<file path="src/rtl/addr_wb_pkg.sv">
package addr_wb_pkg;

  // Layout of the count word as chosen by the control path
  typedef enum logic [1:0] {
    FMT_FULL  = 2'd0,  // mapping off: whole word is the count
    FMT_LONG  = 2'd1,  // mapping on, both enables clear
    FMT_SHORT = 2'd2   // mapping on, an enable set: offset + short count
  } cntFmt_t;

  // Strobes from control to datapath
  typedef struct packed {
    logic    load;       // capture new results this edge
    logic    useLast;    // outer loop done: add last-adjust values
    logic    addSrcOff;  // add shared offset to source address
    logic    addDstOff;  // add shared offset to destination address
    cntFmt_t fmt;        // count word layout
  } wbStrobe_t;

endpackage

</file>
<file path="src/rtl/addr_wb_ctrl.sv">
module addr_wb_ctrl
  import addr_wb_pkg::*;
(
  input  logic       clk,
  input  logic       rstN,
  input  logic       mapEn,
  input  logic       minorDone,
  input  logic       majorDone,
  input  logic       srcSel,
  input  logic       dstSel,
  output wbStrobe_t  strobe,
  output logic       wbValid
);

  logic anySel;
  logic event_;

  assign anySel = srcSel | dstSel;
  assign event_ = minorDone | majorDone;

  always_comb begin
    strobe = '0;
    strobe.load    = event_;
    strobe.useLast = majorDone;
    if (!mapEn) begin
      strobe.fmt = FMT_FULL;
    end else if (anySel) begin
      strobe.fmt = FMT_SHORT;
    end else begin
      strobe.fmt = FMT_LONG;
    end
    // offsets only on an inner-loop end that is not also the outer end
    strobe.addSrcOff = mapEn & srcSel & ~majorDone;
    strobe.addDstOff = mapEn & dstSel & ~majorDone;
  end

  always_ff @(posedge clk) begin
    if (!rstN) begin
      wbValid <= 1'b0;
    end else begin
      wbValid <= event_;
    end
  end

endmodule

</file>
<file path="src/rtl/addr_wb_datapath.sv">
module addr_wb_datapath
  import addr_wb_pkg::*;
#(
  parameter int ADDR_W      = 32,
  parameter int WORD_W      = 32,
  parameter int OFF_W       = 20,
  parameter int SHORT_CNT_W = 10
) (
  input  logic              clk,
  input  logic              rstN,
  input  wbStrobe_t         strobe,
  input  logic [ADDR_W-1:0] srcFinal,
  input  logic [ADDR_W-1:0] dstFinal,
  input  logic [WORD_W-1:0] countWord,
  input  logic [ADDR_W-1:0] srcLast,
  input  logic [ADDR_W-1:0] dstLast,
  output logic [ADDR_W-1:0] srcNext,
  output logic [ADDR_W-1:0] dstNext,
  output logic [WORD_W-1:0] byteCount
);

  localparam int LONG_CNT_W = WORD_W - 2;
  localparam int OFF_LSB    = SHORT_CNT_W;
  localparam int OFF_MSB    = SHORT_CNT_W + OFF_W - 1;
  localparam int LANES      = 2;

  logic [ADDR_W-1:0] offSext;
  logic [WORD_W-1:0] cntDec;
  logic [WORD_W-1:0] cntQ;
  logic [ADDR_W-1:0] finalA [LANES];
  logic [ADDR_W-1:0] lastA  [LANES];
  logic              applyA [LANES];
  logic [ADDR_W-1:0] nextQ  [LANES];

  assign offSext = {{(ADDR_W - OFF_W){countWord[OFF_MSB]}}, countWord[OFF_MSB:OFF_LSB]};

  always_comb begin
    unique case (strobe.fmt)
      FMT_SHORT: cntDec = {{(WORD_W - SHORT_CNT_W){1'b0}}, countWord[SHORT_CNT_W-1:0]};
      FMT_LONG:  cntDec = {2'b00, countWord[LONG_CNT_W-1:0]};
      default:   cntDec = countWord;
    endcase
  end

  always_ff @(posedge clk) begin
    if (!rstN) begin
      cntQ <= '0;
    end else if (strobe.load) begin
      cntQ <= cntDec;
    end
  end

  assign finalA[0] = srcFinal;
  assign finalA[1] = dstFinal;
  assign lastA[0]  = srcLast;
  assign lastA[1]  = dstLast;
  assign applyA[0] = strobe.addSrcOff;
  assign applyA[1] = strobe.addDstOff;

  // one identical adder lane per address
  for (genvar lane = 0; lane < LANES; lane++) begin : gLane
    logic [ADDR_W-1:0] addend;
    logic [ADDR_W-1:0] sum;

    always_comb begin
      if (strobe.useLast) begin
        addend = lastA[lane];
      end else if (applyA[lane]) begin
        addend = offSext;
      end else begin
        addend = '0;
      end
    end

    assign sum = finalA[lane] + addend;

    always_ff @(posedge clk) begin
      if (!rstN) begin
        nextQ[lane] <= '0;
      end else if (strobe.load) begin
        nextQ[lane] <= sum;
      end
    end
  end

  assign srcNext   = nextQ[0];
  assign dstNext   = nextQ[1];
  assign byteCount = cntQ;

endmodule

</file>
<file path="src/rtl/addr_wb_top.sv">
module addr_wb_top
  import addr_wb_pkg::*;
#(
  parameter int ADDR_W      = 32,
  parameter int WORD_W      = 32,
  parameter int OFF_W       = 20,
  parameter int SHORT_CNT_W = 10
) (
  input  logic              clk,
  input  logic              rstN,
  input  logic              mapEn,
  input  logic              minorDone,
  input  logic              majorDone,
  input  logic [ADDR_W-1:0] srcFinal,
  input  logic [ADDR_W-1:0] dstFinal,
  input  logic [WORD_W-1:0] countWord,
  input  logic [ADDR_W-1:0] srcLast,
  input  logic [ADDR_W-1:0] dstLast,
  output logic              wbValid,
  output logic [ADDR_W-1:0] srcNext,
  output logic [ADDR_W-1:0] dstNext,
  output logic [WORD_W-1:0] byteCount
);

  wbStrobe_t strobe;

  addr_wb_ctrl u_ctrl (
    .clk       (clk),
    .rstN      (rstN),
    .mapEn     (mapEn),
    .minorDone (minorDone),
    .majorDone (majorDone),
    .srcSel    (countWord[WORD_W-1]),
    .dstSel    (countWord[WORD_W-2]),
    .strobe    (strobe),
    .wbValid   (wbValid)
  );

  addr_wb_datapath #(
    .ADDR_W      (ADDR_W),
    .WORD_W      (WORD_W),
    .OFF_W       (OFF_W),
    .SHORT_CNT_W (SHORT_CNT_W)
  ) u_dp (
    .clk       (clk),
    .rstN      (rstN),
    .strobe    (strobe),
    .srcFinal  (srcFinal),
    .dstFinal  (dstFinal),
    .countWord (countWord),
    .srcLast   (srcLast),
    .dstLast   (dstLast),
    .srcNext   (srcNext),
    .dstNext   (dstNext),
    .byteCount (byteCount)
  );

endmodule

</file>
<file path="config.mk">
export PLATFORM = sky130hd
export DESIGN_NAME = addr_wb_top
export DESIGN_NICKNAME = d
export VERILOG_FILES = /design/src/rtl/addr_wb_pkg.sv /design/src/rtl/addr_wb_ctrl.sv /design/src/rtl/addr_wb_datapath.sv /design/src/rtl/addr_wb_top.sv
export SDC_FILE = /design/constraint.sdc
export NUM_CORES = 1
export LEC_CHECK = 0
export BUFFER_PORTS_ARGS = -buffer_cell sky130_fd_sc_hd__buf_2
export CAP_MARGIN = 20
export CORE_ASPECT_RATIO = 0.8
export CORE_MARGIN = 4
export CORE_UTILIZATION = 48
export CTS_CLUSTER_DIAMETER = 60
export CTS_CLUSTER_SIZE = 25
export DETAILED_ROUTE_END_ITERATION = 8
export HOLD_SLACK_MARGIN = 0.06
export PLACE_DENSITY = 0.86
export SETUP_SLACK_MARGIN = 0.1
export SKIP_LAST_GASP = 1
export SLEW_MARGIN = 10
export SYNTH_ARGS = -nofsm -noshare
export SYNTH_HDL_FRONTEND = slang
export SYNTH_SLANG_ARGS = --single-unit
</file>
<file path="constraint.sdc">
create_clock -name clk -period 9.7 [get_ports clk]
set_input_delay 1.94 -clock clk [delete_from_list [all_inputs] [get_ports clk]]
set_output_delay 1.94 -clock clk [all_outputs]
set_load 0.01 [all_outputs]
</file>
==> results of run 1 <==
-- layer usage --
layer  vias up  track usage  share of wire
met4         0      0.06153          0.016
met3        31      0.04996          0.085
li1       3411            -              -
met5         -            0              0
met2       323       0.4172           0.45
met1      3348       0.3660           0.45
-- metrics by stage --
stage / setup WS [ps] / std cells / total power, W / util / cell area, um^2
floorplan: 4451 / 779 / 0.0007805 / - / 7123
global placement: 3609 / 1194 / 0.0009197 / 0.5957 / 8576
detailed placement: 3435 / 1194 / 0.0009266 / 0.5957 / 8576
CTS: 3760 / 1210 / 0.001338 / 0.6188 / 8907
global route: 3430 / 1212 / 0.001404 / 0.6200 / 8925
finish: 3708 / 1212 / 0.001337 / 0.6200 / 8925
-- worst max-delay path by stage --
| stage | startpoint | endpoint | slack [ps] | cells after the start |
|---|---|---|---|---|
| floorplan | majorDone | u_dp.nextQ[0][26] | 4450 | 15 |
| detailed placement | majorDone | u_dp.nextQ[0][26] | 3440 | 15 |
| global placement | majorDone | u_dp.nextQ[0][26] | 3610 | 15 |
| CTS | majorDone | u_dp.nextQ[0][26] | 3760 | 15 |
| global route | majorDone | u_dp.nextQ[0][26] | 3430 | 15 |
| finish | majorDone | u_dp.nextQ[0][26] | 3710 | 15 |
-- layout by cell type, fill, tap and decap left out, drive strengths merged, types with 5 or more instances in the layout --
master / synthesis / layout
nand3: 16 / 16
a31oi: 8 / 8
nand2: 87 / 87
edfxtp: 64 / 64
a211oi: 6 / 6
ha: 68 / 68
a21oi: 48 / 48
o211ai: 7 / 7
nor3: 21 / 21
clkbuf: 25 / 12
nor2: 70 / 70
a22o: 68 / 68
o21a: 13 / 13
nor3b: 5 / 5
inv: 24 / 24
dfxtp: 33 / 33
nand2b: 10 / 10
o31ai: 5 / 5
nor2b: 6 / 6
o21ai: 33 / 33
and2: 5 / 5
buf: 9 / 266
nand4: 12 / 12
xnor2: 27 / 27
xor2: 15 / 15
o21bai: 8 / 8
and3: 6 / 6
a21o: 41 / 41
-- layout make-up --
| type | instances | share of cell area |
|---|---|---|
| multi-input cells | 624 | 0.4859 |
| flip-flops and latches | 97 | 0.2894 |
| repair buffers | 266 | 0.1514 |
| clock buffers | 12 | 0.02650 |
| well taps | 184 | 0.02580 |
| clock inverters | 4 | 0.01065 |
| inverters | 24 | 0.01009 |
| diodes | 1 | 0.0002804 |
-- registers in the layout (all words and copies together), names as in the netlist --
signal,flops
u_dp.byteCount,32
u_dp.nextQ,64
u_ctrl.wbValid,1
-- logic make-up after synthesis --
kind of cell	after synthesis	synth area share
DFF	97	0.3625
buffers and inverters	58	0.03056
AOI/OAI and AO/OA	255	0.2584
adders and majority gates	70	0.1251
xor gates and xnor gates	42	0.05164
and+or+nand+nor	255	0.1690
muxes	2	0.002811
-- power groups by stage --
stage	Clock, W	Sequential, W	Combinational [W]
global route	0.000432	0.000513	0.000459
detailed placement	0	0.000517	0.000410
floorplan	0	0.000543	0.000238
finish	0.000410	0.000509	0.000418
global placement	0	0.000517	0.000403
CTS	0.000416	0.000509	0.000414
==> load_flow_metrics.sql, run 1 <==
INSERT INTO impl_metrics (metric_group, metric, value, unit) VALUES
('outcome', 'run_status', 'complete, no violations', ''),
('yosys', 'synth-main-ff-cell', 'sky130_fd_sc_hd__edfxtp_1', ''),
('grt', 'grt_pass1_wl', '34.27', 'mm'),
('yosys', 'synth-seq-cells', '97', ''),
('worst_setup_path', 'worstPathCellList', 'buf_2 -> buf_4 -> and3b_1 -> a22o_1 -> ha_1 -> inv_1 -> fa_1 -> and2b_1 -> o2111ai_1 -> nand3_1 -> a31oi_1 -> o31ai_1 -> a311oi_2 -> o311ai_0 -> o211a_1', ''),
('cts', 'cts_buffer_depth', '2', ''),
('detailed_routing', 'drc', '0', ''),
('cts', 'tritoncts', 'yes', ''),
('floorplanning', 'dieArea', '0.01687', 'mm^2'),
('placement', 'port_buffers', '261', ''),
('floorplanning', 'die_height', '117.0', 'um'),
('yosys', 'yosysUniqueCellTypes', '61', ''),
('power_and_ir_drop', 'p_sw', '0.0004119', 'W'),
('power_and_ir_drop', 'power.share.combinational', '0.313', ''),
('timing', 'timing.clock.skew', '0', 'ps'),
('worst_setup_path', 'startpoint_type', 'input pin', ''),
('yosys', 'synth.yosys.warnings', '0', ''),
('timing', 'final_hold_viol_count', '0', ''),
('worst_setup_path', 'critical_path.endpoint_type', 'flip-flop', ''),
('timing', 'max_clock_freq', '166.9', 'MHz'),
('cts', 'clk_sink_count', '97', ''),
('grt', 'grt.overflow.total', '0', ''),
('floorplanning', 'die-width', '144.2', 'um'),
('cts', 'ctsHtreeMaxLevel', '3', ''),
('yosys', 'ys_top_cells_by_count', 'sky130_fd_sc_hd__nand2_1, sky130_fd_sc_hd__nor2_1, sky130_fd_sc_hd__a22o_1, sky130_fd_sc_hd__ha_1, sky130_fd_sc_hd__edfxtp_1', ''),
('yosys', 'post-synth-top-area-fraction', '0.2698', ''),
('power_and_ir_drop', 'power-per-cell-area', '149.8', 'mW/mm^2'),
('yosys', 'asyncSetResetFlopFracSynth', '0', ''),
('placement', 'gpl.final_weighted_congestion', '0.9349', ''),
('cts', 'cts.hold.buffers_added', '0', ''),
('detailed_routing', 'drt_first_pass_iters', '5', ''),
('worst_setup_path', 'r2r_setup_slack', '9050', 'ps'),
('final_layout', 'final_nets', '1257', ''),
('timing', 'tightestPinTransition', '907.0', 'ps'),
('floorplanning', 'floorplan.initialDensity', '0.4948', ''),
('timing', 'max_slew_margin', '0.3953', ''),
('power_and_ir_drop', 'clock_power_share', '0.306', ''),
('yosys', 'synthesis.instances', '779', ''),
('final_layout', 'combined_area_of_the_multi_input_logic_cells', '0.004337', 'mm^2'),
('final_layout', 'n_fill_cell', '1222', ''),
('worst_setup_path', 'critical-path-top-delay-family', 'compound AO/OA/AOI/OAI gates', ''),
('yosys', 'seq_area_frac_synth', '0.3626', ''),
('floorplanning', 'top_level_pins', '262', ''),
('cts', 'cts-buffers-inserted', '9', ''),
('worst_setup_path', 'critical_path.max_stage_delay', '910', 'ps'),
('power_and_ir_drop', 'design_internal_power', '0.0009247', 'W'),
('yosys', 'synthesis.nets', '1014', ''),
('worst_hold_path', 'whs_path_depth', '1', ''),
('yosys', 'synth_enable_flop_cells', '64', ''),
('run', 'cap_viol_max_count', '0', ''),
('worst_setup_path', 'slowest_cell_on_the_critical_path', 'sky130_fd_sc_hd__and3b_1', ''),
('floorplanning', 'num_rows', '39', ''),
('yosys', 'library_cell_with_the_largest_summed_area_after_synthesis', 'sky130_fd_sc_hd__edfxtp_1', ''),
('grt', 'antenna_found_initial', '1', ''),
('worst_setup_path', 'critical_path_arrival', '6210', 'ps'),
('yosys', 'post_syn_area_per_cell', '9.144', 'um^2'),
('worst_setup_path', 'setup.worst_path.class', 'input pin to flip-flop', ''),
('timing', 'totalNegativeSetupSlack', '0', 'ps'),
('worst_setup_path', 'timing.critical_path.fanout_max', '69', ''),
('floorplanning', 'core_area', '0.01440', 'mm^2'),
('final_layout', 'sequential_cell_area', '0.002582', 'mm^2'),
('final_layout', 'area_delta_synth_final', '25.29', '%'),
('timing', 'timing.hold.ws', '475.8', 'ps'),
('worst_setup_path', 'worst_r2r_startpoint', 'u_dp.byteCount[26]', ''),
('timing', 'setup_viol', '0', ''),
('detailed_routing', 'routed_wire_length_per_instance', '18.86', 'um'),
('timing', 'layout_worst_path_cycle_share', '0.6178', ''),
('grt', 'grt_start_max_net_pins', '70', ''),
('power_and_ir_drop', 'power.leakage', '4.563', 'nW'),
('power_and_ir_drop', 'power.sequential.fraction', '0.381', ''),
('final_layout', 'post_route_cells_drive_above_1_share', '0.2863', '');
No activity file was read; power rests on OpenSTA's default activity.
==> inputs of run 2 (changes only) <==
--- a/config.mk
+++ b/config.mk
@@ -9,7 +9,7 @@
 export CAP_MARGIN = 20
 export CORE_ASPECT_RATIO = 0.8
 export CORE_MARGIN = 4
-export CORE_UTILIZATION = 48
+export CORE_UTILIZATION = 46
 export CTS_CLUSTER_DIAMETER = 60
 export CTS_CLUSTER_SIZE = 25
 export DETAILED_ROUTE_END_ITERATION = 8
==> constraint.sdc (replaced) <==
create_clock -name clk -period 5.2 [get_ports clk]
set_input_delay 1.04 -clock clk [delete_from_list [all_inputs] [get_ports clk]]
set_output_delay 1.04 -clock clk [all_outputs]
set_load 0.01 [all_outputs]
==> load_flow_metrics.sql, run 2 (synthesis gave the netlist of run 1 again) <==
INSERT INTO impl_metrics (metric_group, metric, value, unit) VALUES
('outcome', 'run_status', 'complete, no violations', ''),
('grt', 'grt_pass1_wl', '35.02', 'mm'),
('grt', 'antenna_found_initial', '3', ''),
('timing', 'max_clock_freq', '232.3', 'MHz'),
('final_layout', 'register_with_the_most_flip_flops', 'u_dp.nextQ', ''),
('cts', 'postCtsResizedCells', '0', ''),
('worst_setup_path', 'setup.worst_path.class', 'input pin to flip-flop', ''),
('detailed_routing', 'drt_first_pass_iters', '5', ''),
('power_and_ir_drop', 'power.share.combinational', '0.320', ''),
('detailed_routing', 'wl_met1', '10.09', 'mm'),
('timing', 'timing.clock.skew', '0', 'ps'),
('placement', 'gpl.final_weighted_congestion', '0.9402', ''),
('final_layout', 'layout_commonest_cell', 'sky130_fd_sc_hd__buf_2', ''),
('power_and_ir_drop', 'power-per-cell-area', '272.3', 'mW/mm^2'),
('worst_setup_path', 'timing.critical_path.fanout_max', '48', ''),
('floorplanning', 'die-width', '147.1', 'um'),
('placement', 'dpl-instance-area', '0.008631', 'mm^2'),
('worst_setup_path', 'worst-endpoint-required', '5430', 'ps'),
('worst_setup_path', 'startpoint_type', 'input pin', ''),
('cts', 'cts.hold.buffers_added', '0', ''),
('cts', 'cts_buffer_depth', '2', ''),
('final_layout', 'most-common-layout-cells', 'sky130_fd_sc_hd__buf_2, sky130_fd_sc_hd__nand2_1, sky130_fd_sc_hd__nor2_1', ''),
('final_layout', 'final_nets', '1259', ''),
('detailed_routing', 'routed_wire_length_per_instance', '18.44', 'um'),
('timing', 'setup_viol', '0', ''),
('detailed_routing', 'wl_met2', '10.29', 'mm'),
('power_and_ir_drop', 'power.share.switching', '0.3196', ''),
('detailed_routing', 'via_per_inst', '5.756', ''),
('final_layout', 'post_route_cells_drive_above_1_share', '0.2886', ''),
('final_layout', 'fin_area', '0.008944', 'mm^2'),
('timing', 'layout_min_cycle_time', '4305', 'ps'),
('detailed_routing', 'highest_layer', 'met5', ''),
('cts', 'post_cts_setup_repair_bufs', '0', ''),
('placement', 'port_buffers', '261', ''),
('worst_setup_path', 'rr_worst_depth', '1', ''),
('floorplanning', 'num_rows', '40', ''),
('grt', 'grt_start_max_net_pins', '64', ''),
('worst_hold_path', 'hold_class', 'flip-flop to flip-flop', ''),
('run', 'cap_viol_max_count', '0', ''),
('detailed_routing', 'route.vias.total', '7143', ''),
('cts', 'worst_setup_hold_path_clk_slew', '70', 'ps'),
('timing', 'tightestPinTransition', '1110', 'ps'),
('power_and_ir_drop', 'clock_power_share', '0.290', ''),
('cts', 'cts-buffers-inserted', '9', ''),
('floorplanning', 'die_height', '119.3', 'um'),
('detailed_routing', 'finalWirelength', '22.89', 'mm'),
('worst_hold_path', 'whs_path_depth', '1', ''),
('grt', 'grt_total_usage', '0.2500', ''),
('detailed_routing', 'initialDrtViolationCount', '513', ''),
('power_and_ir_drop', 'p_total', '0.002435', 'W'),
('final_layout', 'flip_flop_count_of_the_largest_register_after_layout', '64', ''),
('floorplanning', 'top_level_pins', '262', ''),
('timing', 'final.setup.worst_slack', '894.6', 'ps'),
('timing', 'max_slew_margin', '0.2592', ''),
('timing', 'final_hold_viol_count', '0', ''),
('timing', 'rsz0062_at_grt', 'false', ''),
('placement', 'dp.final_hpwl', '17.80', 'mm'),
('worst_setup_path', 'critical_path_arrival', '4540', 'ps'),
('cts', 'clk_sink_count', '97', ''),
('cts', 'tritoncts', 'yes', ''),
('detailed_routing', 'met3_wirelength', '2.146', 'mm'),
('timing', 'totalNegativeSetupSlack', '0', 'ps'),
('grt', 'grt.overflow.total', '0', ''),
('timing', 'layout_worst_path_cycle_share', '0.8280', ''),
('floorplanning', 'core_area', '0.01511', 'mm^2'),
('final_layout', 'area_delta_synth_final', '25.56', '%'),
('floorplanning', 'floorplan.initialDensity', '0.4713', ''),
('power_and_ir_drop', 'vdd_drop_max', '0.2002', 'mV'),
('floorplanning', 'dieArea', '0.01755', 'mm^2'),
('final_layout', 'final_core_density', '0.5917', ''),
('worst_setup_path', 'critical_path.endpoint_type', 'flip-flop', ''),
('cts', 'worst_skew_pair.late_latency', '360', 'ps'),
('power_and_ir_drop', 'p_sw', '0.0007783', 'W'),
('cts', 'cts_root_buffer', 'sky130_fd_sc_hd__clkbuf_16', ''),
('cts', 'ctsHtreeMaxLevel', '3', ''),
('placement', 'post-place-ws', '601.1', 'ps'),
('power_and_ir_drop', 'power.sequential.fraction', '0.390', ''),
('power_and_ir_drop', 'power.leakage', '4.554', 'nW'),
('grt', 'first_global_vias', '6601', ''),
('timing', 'maxSlewViolCount', '0', ''),
('power_and_ir_drop', 'design_internal_power', '0.001657', 'W'),
('detailed_routing', 'drt.antenna.violating_nets', '0', ''),
('detailed_routing', 'drc', '0', ''),
('final_layout', 'n_fill_cell', '1351', '');
## run 2: layer usage
layer | up-vias | GRT usage
met5 | - | 0
met4 | 2 | 0.06112
met3 | 35 | 0.05706
met2 | 375 | 0.3910
met1 | 3324 | 0.3517
li1 | 3407 | -
## run 2: area by class of cell
type	instances	area [um^2]	area share
Clock buffer	12	257.7	0.02882
Antenna cell	2	5.005	0.0005596
Sequential cell	97	2582	0.2888
Inverter	24	90.09	0.01007
Clock inverter	4	50.05	0.005596
Multi-Input combinational cell	624	4337	0.4849
Tap cell	210	262.8	0.02938
Timing Repair Buffer	268	1359	0.1519
## run 2: critical path, stage by stage
cell	delay, ps
sky130_fd_sc_hd__buf_2	110
sky130_fd_sc_hd__buf_4	460
sky130_fd_sc_hd__a22o_1	240
sky130_fd_sc_hd__ha_1	160
sky130_fd_sc_hd__inv_1	50
sky130_fd_sc_hd__fa_1	370
sky130_fd_sc_hd__and2b_1	240
sky130_fd_sc_hd__o2111ai_1	190
sky130_fd_sc_hd__nand3_1	210
sky130_fd_sc_hd__a31oi_1	160
sky130_fd_sc_hd__o31ai_1	480
sky130_fd_sc_hd__a311oi_2	250
sky130_fd_sc_hd__o311ai_0	360
sky130_fd_sc_hd__o211a_1	200
## run 2: final timing paths
kind | start | end | slack, ps
worst max-delay path | majorDone | u_dp.nextQ[0][26] | 890
worst min-delay path | u_dp.byteCount[11] | u_dp.byteCount[11] | 480
worst max register to register | u_dp.byteCount[6] | u_dp.byteCount[6] | 4540
worst min register to register | u_dp.byteCount[11] | u_dp.byteCount[11] | 480
## run 2: power by group through the flow
stage | clock, W | sequential [W] | combinational (W)
detailed placement | 0 | 0.000965 | 0.000767
finish | 0.000705 | 0.000951 | 0.000779
floorplan | 0 | 0.00101 | 0.000444
CTS | 0.000714 | 0.000951 | 0.000773
global route | 0.000745 | 0.000958 | 0.000852
global placement | 0 | 0.000963 | 0.000757
## run 2: through the flow
stage                     std cells  hold WS (ps)
after global placement         1223         456.3
after detailed placement       1223         462.6
after floorplan                 779         522.2
after CTS                      1239         478.3
after global routing           1241         489.5
final                          1241         476.5
==> inputs of run 3 (changes only) <==
--- a/config.mk
+++ b/config.mk
@@ -5,16 +5,17 @@
 export SDC_FILE = /design/constraint.sdc
 export NUM_CORES = 1
 export LEC_CHECK = 0
+export ABC_AREA = 1
 export BUFFER_PORTS_ARGS = -buffer_cell sky130_fd_sc_hd__buf_2
 export CAP_MARGIN = 20
 export CORE_ASPECT_RATIO = 0.8
 export CORE_MARGIN = 4
-export CORE_UTILIZATION = 46
+export CORE_UTILIZATION = 48
 export CTS_CLUSTER_DIAMETER = 60
 export CTS_CLUSTER_SIZE = 25
 export DETAILED_ROUTE_END_ITERATION = 8
 export HOLD_SLACK_MARGIN = 0.06
-export PLACE_DENSITY = 0.86
+export PLACE_DENSITY = 0.83
 export SETUP_SLACK_MARGIN = 0.1
 export SKIP_LAST_GASP = 1
 export SLEW_MARGIN = 10
==> constraint.sdc (replaced) <==
create_clock -name clk -period 4.2 [get_ports clk]
set_input_delay 0.84 -clock clk [delete_from_list [all_inputs] [get_ports clk]]
set_output_delay 0.84 -clock clk [all_outputs]
set_load 0.01 [all_outputs]
==> load_flow_metrics.sql, run 3 <==
INSERT INTO impl_metrics (metric_group, metric, value, unit) VALUES
('outcome', 'run_status', 'complete, no violations', ''),
('grt', 'grt_total_usage', '0.2920', ''),
('worst_setup_path', 'critical_path_arrival', '3350', 'ps'),
('floorplanning', 'dieArea', '0.02082', 'mm^2'),
('run', 'cap_viol_max_count', '0', ''),
('floorplanning', 'core_area', '0.01817', 'mm^2'),
('detailed_routing', 'initialDrtViolationCount', '1005', ''),
('final_layout', 'sequential_cell_area', '0.002582', 'mm^2'),
('power_and_ir_drop', 'power.leakage', '6.425', 'nW'),
('cts', 'postCtsResizedCells', '0', ''),
('final_layout', 'post_route_cells_drive_above_1_share', '0.1839', ''),
('final_layout', 'area_delta_synth_final', '20.83', '%'),
('placement', 'post-place-ws', '685.8', 'ps'),
('yosys', 'synth_enable_flop_cells', '64', ''),
('placement', 'gpl.final_weighted_congestion', '0.9623', ''),
('cts', 'worst_skew_pair.late_latency', '360', 'ps'),
('worst_setup_path', 'startpoint_type', 'input pin', ''),
('final_layout', 'antennaDiodeCount', '0', ''),
('yosys', 'library_cell_with_the_largest_summed_area_after_synthesis', 'sky130_fd_sc_hd__nand2_1', ''),
('yosys', 'synth-main-ff-cell', 'sky130_fd_sc_hd__edfxtp_1', ''),
('detailed_routing', 'route.vias.total', '10056', ''),
('timing', 'timing.clock.skew', '0', 'ps'),
('yosys', 'yosysUniqueCellTypes', '30', ''),
('timing', 'final_hold_viol_count', '0', ''),
('yosys', 'synth.yosys.warnings', '0', ''),
('final_layout', 'combined_area_of_the_multi_input_logic_cells', '0.005157', 'mm^2'),
('worst_setup_path', 'setup.worst_path.class', 'input pin to flip-flop', ''),
('final_layout', 'flip_flop_count_of_the_largest_register_after_layout', '64', ''),
('grt', 'grt.overflow.total', '0', ''),
('final_layout', 'fin_area', '0.01077', 'mm^2'),
('detailed_routing', 'drt.antenna.violating_nets', '0', ''),
('floorplanning', 'top_level_pins', '262', ''),
('yosys', 'yosys.cell_count.top_type', 'sky130_fd_sc_hd__nand2_1', ''),
('yosys', 'synth_area_leaders', 'sky130_fd_sc_hd__nand2_1, sky130_fd_sc_hd__edfxtp_1, sky130_fd_sc_hd__inv_1', ''),
('final_layout', 'most-common-layout-cells', 'sky130_fd_sc_hd__nand2_1, sky130_fd_sc_hd__inv_1, sky130_fd_sc_hd__buf_2', ''),
('timing', 'setup_viol', '0', ''),
('cts', 'cts.hold.buffers_added', '0', ''),
('yosys', 'post_syn_area_per_cell', '6.098', 'um^2'),
('placement', 'dpl-instance-area', '0.01048', 'mm^2'),
('floorplanning', 'die-width', '160.3', 'um'),
('floorplanning', 'num_rows', '44', ''),
('timing', 'tightestPinTransition', '872.5', 'ps'),
('timing', 'final.setup.worst_slack', '950.4', 'ps'),
('detailed_routing', 'routed_wire_length_per_instance', '16.09', 'um'),
('detailed_routing', 'via_per_inst', '5.162', ''),
('timing', 'max_slew_margin', '0.4169', ''),
('timing', 'maxSlewViolCount', '0', ''),
('grt', 'grt_pass1_wl', '47.67', 'mm'),
('detailed_routing', 'drt_first_pass_iters', '6', ''),
('yosys', 'synthesis.instances', '1461', ''),
('worst_setup_path', 'timing.critical_path.fanout_max', '39', ''),
('yosys', 'synthesis.nets', '1696', ''),
('yosys', 'synth-seq-cells', '97', ''),
('power_and_ir_drop', 'vdd_drop_max', '0.2003', 'mV'),
('yosys', 'asyncSetResetFlopFracSynth', '0', ''),
('power_and_ir_drop', 'p_total', '0.003160', 'W'),
('floorplanning', 'floorplan.initialDensity', '0.4904', ''),
('yosys', 'ys_top_cells_by_count', 'sky130_fd_sc_hd__nand2_1, sky130_fd_sc_hd__inv_1, sky130_fd_sc_hd__nor2_1', ''),
('cts', 'tritoncts', 'yes', ''),
('timing', 'totalNegativeSetupSlack', '0', 'ps'),
('floorplanning', 'die_height', '129.9', 'um'),
('grt', 'antenna_found_initial', '0', ''),
('final_layout', 'final_nets', '1948', ''),
('worst_setup_path', 'worst-endpoint-required', '4300', 'ps'),
('cts', 'cts-buffers-inserted', '9', ''),
('placement', 'dp.final_hpwl', '25.33', 'mm'),
('cts', 'cts_root_buffer', 'sky130_fd_sc_hd__clkbuf_16', ''),
('grt', 'first_global_vias', '9054', ''),
('timing', 'layout_worst_path_cycle_share', '0.7737', ''),
('yosys', 'seq_area_frac_synth', '0.2898', ''),
('placement', 'port_buffers', '261', ''),
('cts', 'ctsHtreeMaxLevel', '3', ''),
('worst_setup_path', 'r2r_setup_slack', '3550', 'ps'),
('timing', 'max_clock_freq', '307.7', 'MHz'),
('timing', 'rsz0062_at_grt', 'false', ''),
('timing', 'layout_min_cycle_time', '3250', 'ps'),
('worst_setup_path', 'critical_path.endpoint_type', 'flip-flop', ''),
('grt', 'grt_start_max_net_pins', '60', ''),
('final_layout', 'n_fill_cell', '1796', ''),
('cts', 'post_cts_setup_repair_bufs', '0', ''),
('detailed_routing', 'finalWirelength', '31.34', 'mm'),
('cts', 'clk_sink_count', '97', ''),
('power_and_ir_drop', 'power-per-cell-area', '293.5', 'mW/mm^2'),
('yosys', 'synth_area', '0.008910', 'mm^2'),
('detailed_routing', 'drc', '0', ''),
('final_layout', 'register_with_the_most_flip_flops', 'u_dp.nextQ', ''),
('yosys', 'post-synth-top-area-fraction', '0.2161', ''),
('worst_hold_path', 'hold_class', 'flip-flop to flip-flop', ''),
('cts', 'cts_buffer_depth', '2', ''),
('cts', 'worst_setup_hold_path_clk_slew', '70', 'ps'),
('final_layout', 'layout_commonest_cell', 'sky130_fd_sc_hd__nand2_1', '');
run 3: kinds of logic after synthesis:
family	share of synthesized area
flip-flops	0.2898
buffers and inverters	0.1327
adder cells (fa/ha/maj)	0.09999
AND/OR/NAND/NOR	0.3575
AO/OA/AOI/OAI	0.1199
run 3: per-layer routing:
metal,GRT usage,up-vias,part of all wire
li1,-,5077,-
met1,0.4081,4414,0.45
met2,0.4593,515,0.43
met3,0.06094,50,0.098
met4,0.09054,0,0.027
met5,0,-,0
run 3: worst max-delay path, cell delays in order:
cell and delay [ps]:
sky130_fd_sc_hd__buf_2 110, sky130_fd_sc_hd__buf_4 400, sky130_fd_sc_hd__nand2_1 80, sky130_fd_sc_hd__o21ai_0 120
sky130_fd_sc_hd__ha_1 250, sky130_fd_sc_hd__inv_1 70, sky130_fd_sc_hd__fa_1 380, sky130_fd_sc_hd__inv_1 140
sky130_fd_sc_hd__nand3_1 90, sky130_fd_sc_hd__nand3_1 180, sky130_fd_sc_hd__nand3_1 110, sky130_fd_sc_hd__nand3_1 180
sky130_fd_sc_hd__nand2_1 70, sky130_fd_sc_hd__nand2_1 120, sky130_fd_sc_hd__nand2_1 60, sky130_fd_sc_hd__nand2_1 60
sky130_fd_sc_hd__nor2_1 60
run 3: through the flow:
| stage | instances | hold slack [ps] | util |
|---|---|---|---|
| floorplan | 1461 | 484.0 | - |
| global placement | 1932 | 450.7 | 0.5767 |
| detailed placement | 1932 | 457.6 | 0.5767 |
| CTS | 1948 | 469.2 | 0.5926 |
| global route | 1948 | 487.7 | 0.5926 |
| finish | 1948 | 470.0 | 0.5926 |
run 3: path summary, 6_finish.rpt:
path | start | cells after the start | endpoint
setup / recovery | majorDone | 17 | u_dp.nextQ[0][20]
hold / removal | u_dp.byteCount[3] | 2 | u_dp.byteCount[3]
setup reg to reg | u_dp.byteCount[27] | 2 | u_dp.byteCount[27]
hold reg to reg | u_dp.byteCount[3] | 2 | u_dp.byteCount[3]
run 3: report_power, final:
group,internal [W],switching (W),total (W)
registers,0.00113,0.0000393,0.00117
logic,0.000395,0.000756,0.00115
clock network,0.000424,0.000411,0.000835
total,0.00195,0.00121,0.00316
run 3: layout make-up:
type | instances | area share
Tap cell | 230 | 0.02673
Multi-Input combinational cell | 1054 | 0.4791
Timing Repair Buffer | 269 | 0.1292
Inverter | 282 | 0.09833
Clock inverter | 6 | 0.004533
Sequential cell | 97 | 0.2399
Clock buffer | 10 | 0.02220
